<file path="src/rtl/cfgp_pkg.sv">
// Package cfgp_pkg: shared constants and types for the configuration port.
// Assumes a byte-wide host bus and 32-bit configuration words.
package cfgp_pkg;
    localparam int          BYTE_W    = 8;
    localparam int          WORD_B    = 4;
    localparam int          WORD_W    = BYTE_W * WORD_B;
    localparam logic [31:0] SYNC_WORD = 32'hAA995566;

    typedef enum logic {
        ST_HUNT    = 1'b0,
        ST_ALIGNED = 1'b1
    } align_t;
endpackage

</file>
<file path="src/rtl/cfgp_busy_ctrl.sv">
// Module cfgp_busy_ctrl: down-counter that drives the BUSY handshake.
// A completed word loads GAP_CYCLES (when non-zero) and an abort loads
// ABORT_CYCLES. BUSY is high while the count is non-zero. An abort wins
// over a completed word. Assumes both loads fit the derived counter width.
module cfgp_busy_ctrl #(
    parameter int GAP_CYCLES   = 2,
    parameter int ABORT_CYCLES = 4
) (
    input  logic clk,
    input  logic rst_n,
    input  logic word_done,
    input  logic abort_hit,
    output logic busy
);
    localparam int MAXC = (GAP_CYCLES > ABORT_CYCLES) ? GAP_CYCLES : ABORT_CYCLES;
    localparam int CW   = (MAXC < 1) ? 1 : $clog2(MAXC + 1);
    localparam logic [CW-1:0] GAP_LD   = CW'(GAP_CYCLES);
    localparam logic [CW-1:0] ABORT_LD = CW'(ABORT_CYCLES);

    logic [CW-1:0] cnt;

    // Load or count down the hold-off timer.
    always_ff @(posedge clk) begin
        if (!rst_n) begin
            cnt <= '0;
        end else if (abort_hit) begin
            cnt <= ABORT_LD;
        end else if (word_done && (GAP_CYCLES != 0)) begin
            cnt <= GAP_LD;
        end else if (cnt != '0) begin
            cnt <= cnt - 1'b1;
        end
    end

    // BUSY follows a non-zero timer.
    assign busy = (cnt != '0);
endmodule

</file>
<file path="src/rtl/cfgp_sync_hunt.sv">
// Module cfgp_sync_hunt: tracks word alignment. While hunting, each taken
// byte shifts into a window whose oldest byte is the most significant. The
// window is compared against SYNC after every byte. An abort drops
// alignment and clears the window. Assumes `take` only when a byte is valid.
module cfgp_sync_hunt #(
    parameter int          BW   = 8,
    parameter int          WW   = 32,
    parameter logic [WW-1:0] SYNC = 32'hAA995566
) (
    input  logic          clk,
    input  logic          rst_n,
    input  logic          take,
    input  logic          abort_hit,
    input  logic [BW-1:0] din,
    output logic          aligned
);
    import cfgp_pkg::*;

    align_t          state;
    logic [WW-1:0]   window;
    logic [WW-1:0]   window_nx;

    // Window contents after shifting in the current byte.
    assign window_nx = {window[WW-BW-1:0], din};

    // Hunt for the pattern and hold alignment until abort or reset.
    always_ff @(posedge clk) begin
        if (!rst_n || abort_hit) begin
            state  <= ST_HUNT;
            window <= '0;
        end else if (take && state == ST_HUNT) begin
            window <= window_nx;
            if (window_nx == SYNC) begin
                state <= ST_ALIGNED;
            end
        end
    end

    assign aligned = (state == ST_ALIGNED);
endmodule

</file>
<file path="src/rtl/cfgp_word_pack.sv">
// Module cfgp_word_pack: packs NB bytes, first byte most significant, into
// one word, and pulses word_vld in the cycle after the last byte. word_done
// flags, combinationally, the edge that completes a word. An abort discards
// the partial word. Assumes `take` only while aligned.
module cfgp_word_pack #(
    parameter int BW = 8,
    parameter int NB = 4
) (
    input  logic             clk,
    input  logic             rst_n,
    input  logic             take,
    input  logic             abort_hit,
    input  logic [BW-1:0]    din,
    output logic [BW*NB-1:0] word,
    output logic             word_vld,
    output logic             word_done
);
    localparam int PW = (NB < 2) ? 1 : $clog2(NB);
    localparam logic [PW-1:0] LAST = PW'(NB - 1);

    logic [PW-1:0]      pos;
    logic [BW*NB-1:0]   acc;

    // Marks the edge that takes the final byte of a word.
    assign word_done = take && (pos == LAST);

    // Byte position and partial-word accumulator.
    always_ff @(posedge clk) begin
        if (!rst_n || abort_hit) begin
            pos <= '0;
            acc <= '0;
        end else if (take) begin
            acc <= {acc[BW*(NB-1)-1:0], din};
            pos <= word_done ? '0 : pos + 1'b1;
        end
    end

    // Publish the finished word with a one-cycle valid.
    always_ff @(posedge clk) begin
        if (!rst_n) begin
            word     <= '0;
            word_vld <= 1'b0;
        end else begin
            word_vld <= word_done && !abort_hit;
            if (word_done && !abort_hit) begin
                word <= {acc[BW*(NB-1)-1:0], din};
            end
        end
    end
endmodule

</file>
<file path="src/rtl/cfg_byte_port.sv">
// Module cfg_byte_port: top of the byte-wide configuration receiver.
// Decodes take and abort edges from the host strobes, hunts for the sync
// word, packs aligned bytes into words and drives BUSY. Assumes the host
// strobes are synchronous to cfg_clk.
module cfg_byte_port #(
    parameter int          GAP_CYCLES   = 2,
    parameter int          ABORT_CYCLES = 4,
    parameter logic [31:0] SYNC_PATTERN = cfgp_pkg::SYNC_WORD
) (
    input  logic        cfg_clk,
    input  logic        rst_n,
    input  logic        sel_n,
    input  logic        wstb_n,
    input  logic [7:0]  din,
    output logic        busy,
    output logic [31:0] cfg_word,
    output logic        cfg_word_vld,
    output logic        abort_seen
);
    import cfgp_pkg::*;

    logic take_byte;
    logic abort_hit;
    logic aligned;
    logic word_done;

    // Host strobe decode for this edge.
    assign take_byte = !sel_n && !wstb_n && !busy;
    assign abort_hit = !sel_n && wstb_n;

    // Register the abort indication as a one-cycle pulse.
    always_ff @(posedge cfg_clk) begin
        if (!rst_n) abort_seen <= 1'b0;
        else        abort_seen <= abort_hit;
    end

    cfgp_sync_hunt #(
        .BW   (BYTE_W),
        .WW   (WORD_W),
        .SYNC (SYNC_PATTERN)
    ) u_hunt (
        .clk       (cfg_clk),
        .rst_n     (rst_n),
        .take      (take_byte),
        .abort_hit (abort_hit),
        .din       (din),
        .aligned   (aligned)
    );

    cfgp_word_pack #(
        .BW (BYTE_W),
        .NB (WORD_B)
    ) u_pack (
        .clk       (cfg_clk),
        .rst_n     (rst_n),
        .take      (take_byte && aligned),
        .abort_hit (abort_hit),
        .din       (din),
        .word      (cfg_word),
        .word_vld  (cfg_word_vld),
        .word_done (word_done)
    );

    cfgp_busy_ctrl #(
        .GAP_CYCLES   (GAP_CYCLES),
        .ABORT_CYCLES (ABORT_CYCLES)
    ) u_busy (
        .clk       (cfg_clk),
        .rst_n     (rst_n),
        .word_done (word_done),
        .abort_hit (abort_hit),
        .busy      (busy)
    );
endmodule

</file>
<file path="config.mk">
export PLATFORM = sky130hd
export DESIGN_NAME = cfg_byte_port
export DESIGN_NICKNAME = d
export VERILOG_FILES = /design/src/rtl/cfgp_pkg.sv /design/src/rtl/cfgp_busy_ctrl.sv /design/src/rtl/cfgp_sync_hunt.sv /design/src/rtl/cfgp_word_pack.sv /design/src/rtl/cfg_byte_port.sv
export SDC_FILE = /design/constraint.sdc
export NUM_CORES = 1
export LEC_CHECK = 0
export BUFFER_PORTS_ARGS = -buffer_cell sky130_fd_sc_hd__buf_2
export CAP_MARGIN = 0
export CORE_ASPECT_RATIO = 1.75
export CORE_MARGIN = 2
export CORE_UTILIZATION = 55
export CTS_CLUSTER_SIZE = 30
export DETAILED_ROUTE_END_ITERATION = 6
export PLACE_DENSITY = 0.83
export SYNTH_ARGS = -nofsm -noshare
export SYNTH_HDL_FRONTEND = slang
export SYNTH_SLANG_ARGS = --single-unit
</file>
<file path="constraint.sdc">
create_clock -name cfg_clk -period 1.7 [get_ports cfg_clk]
set_input_delay 0.17 -clock cfg_clk [delete_from_list [all_inputs] [get_ports cfg_clk]]
set_output_delay 0.17 -clock cfg_clk [all_outputs]
set_load 0.03 [all_outputs]
</file>
==> qor.yml <==
clk_pin_slew_ns: 0.09
tns_ns: 0
grt_first_pass_wirelength_mm: 11.3
synth_edf_count: 0
routed_via_density: 5.22
ant_nets: 0
crit_path_max_fanout: 24
dp_hpwl_mm: 4.61
synthTopCellsByCount: "nand2_1, dfxtp_1, a21oi_1"
synth_top_area_cell: "dfxtp_1"
layout-drive-gt1-share_pct: 17.2
first_global_vias: 2507
ios: 47
synthToLayoutAreaGrowth_pct: 16.9
ys_ff_latch: 88
power_density_mw_per_mm2: 1010
rsz0062_at_grt: "no"
cp-start-kind: "flip-flop"
h-tree-depth: 3
ys_types: 28
root_buffer: "clkbuf_8"
coreArea_mm2: 0.00554
hp-class: "in -> reg"
critPathCaptureType: "flip-flop"
ctsResizeCount: 0
peakVddDrop_mv: 0.755
clock_path_buffers: 2
syn_nets: 406
vias: 2701
grt_max_degree: 55
tritoncts: "built"
period_needed_ns: 1.55
power_leakage_nw: 1.33
async_flop_share_pct: 0
antenna_found_initial: 0
die_w_um: 61.3
syn_area_per_cell_um2: 8.04
tightest_slew_ns: 0.911
maxCapViolations: 0
synthCells: 393
die_y_um: 104
drc: 0
outcome: "finished clean"
initial_core_util_pct: 57.0
seq_area_frac_synth_pct: 55.8
yosys-top-cells-area: "dfxtp_1, nand2_1, a21oi_1"
overflow: 0
grtUsageTotal_pct: 23.6
final_nets: 449
synth_flop_cell: "dfxtp_1"
maxSlewHeadroom_pct: 38.9
worst_ep_required_time_ns: 1.95
netlist_area_mm2: 0.00316
holdWs_ns: 0.0756
finalHoldViolCount: 0
fin_crit_sh_pct: 91.1
first_pass_iters: 4
cts_inserted_buffers: 9
row_count: 36
synth_top_area_share_pct: 55.8
hold_buffers: 0
worst_skew_pair.late_latency_ns: 0.36
synth.most_common_cell: "nand2_1"
yosys_warnings: 0
cts.sinks: 88
wl_mm: 6.88
cp.arrival_ns: 1.80
final.setup_skew_ns: 0.0109
finalSetupViolations: 0
clock.fmax_mhz: 646
post_drt_wl_per_cell_um: 13.3
gp_congestion: 0.804
cts_setup_buffers: 0
slew_violations: 0
diodes: 0
drtIter0Drc: 132
critPathKind: "reg -> reg"
dieArea_mm2: 0.00639
port_buffers: 46
==> flip-flops by register name (all words and copies together) (netlist names) <==
signal and count:
u_pack.word_vld 1, u_pack.pos 2, u_hunt.window 24, u_pack.acc 24, u_busy.cnt 3, u_pack.word 32
abort_seen 1, u_hunt.aligned 1
==> power by group <==
| part | switching [W] | leakage [nW] | internal (W) |
|---|---|---|---|
| Sequential | 0.0000119 | 0.709 | 0.00207 |
| Combinational | 0.000103 | 0.514 | 0.0000448 |
| Clock | 0.000719 | 0.103 | 0.000763 |
==> kinds of logic (layout without fill, tap and decap cells) <==
group / after synthesis / count (layout) / share of synthesized area [%]
flip-flops: 88 / 88 / 55.8
AO/OA/AOI/OAI: 87 / 87 / 13.9
buffers and inverters: 27 / 75 / 4.00
AND/OR/NAND/NOR: 190 / 190 / 25.9
adder cells (fa/ha/maj): 1 / 1 / 0.396
==> cell type report <==
cell class / count / area, um2
Tap cell: 76 / 95.1
Timing Repair Buffer: 57 / 350
Multi-Input combinational cell: 278 / 1270
Clock buffer: 12 / 155
Inverter: 2 / 7.51
Sequential cell: 88 / 1760
Fill cell: 490 / 1850
Clock inverter: 4 / 51.3
==> through the flow <==
stage | area, um2 | utilization, % | power (W) | worst slack (ns) | cells
after detailed placement | 3480 | 62.9 | 0.00228 | 0.179 | 501
after floorplan | 3160 | - | 0.00222 | 0.0635 | 393
after global placement | 3480 | 62.9 | 0.00228 | 0.214 | 501
after CTS | 3690 | 66.6 | 0.00373 | 0.167 | 517
after global routing | 3690 | 66.6 | 0.00384 | 0.0718 | 517
final | 3690 | 66.6 | 0.00371 | 0.152 | 517
==> metal layers <==
layer  track usage (%)  part of all wire, %
met3              6.22                  3.8
met1              25.9                   38
met2              38.8                   54
met4              13.7                  3.7
met5                 0                    0
==> worst paths after layout <==
check,start,endpoint,slack (ns),depth (start not counted)
max,u_busy.cnt[2],u_hunt.window[18],0.15,6
min reg2reg,u_pack.word[19],u_pack.word[19],0.45,2
min,din[3],u_pack.acc[3],0.08,3
max reg2reg,u_busy.cnt[2],u_hunt.window[18],0.15,6
==> cells in the final DEF, fill, tap and decap left out <==
master,instances
nor2_1,3
dfxtp_1,88
clkbuf_8,11
nor4b_1,1
nor3b_2,1
a41oi_1,1
clkbuf_1,1
nand4b_1,2
or3_1,1
o21ai_0,1
inv_6,1
nor4_1,2
clkinvlp_4,1
buf_4,8
nor3_4,1
nor3b_1,1
nand2b_1,2
and2_1,1
and3_1,1
or4_1,1
nand2_1,166
nor4bb_1,3
nor4_4,1
bufinv_16,1
clkinv_2,1
nand3_1,1
a21oi_1,85
buf_2,46
clkinv_1,1
ha_1,1
inv_2,1
buf_12,3
nor3_1,1
and4_1,1
==> critical path, stage by stage (launching register included) <==
cell     delay, ns
dfxtp_1       0.35
nor3_4        0.21
inv_2         0.08
or4_1         0.40
buf_4         0.23
nand2_1       0.10
a21oi_1       0.07
Note: power is estimated with default switching activity, not from simulation.
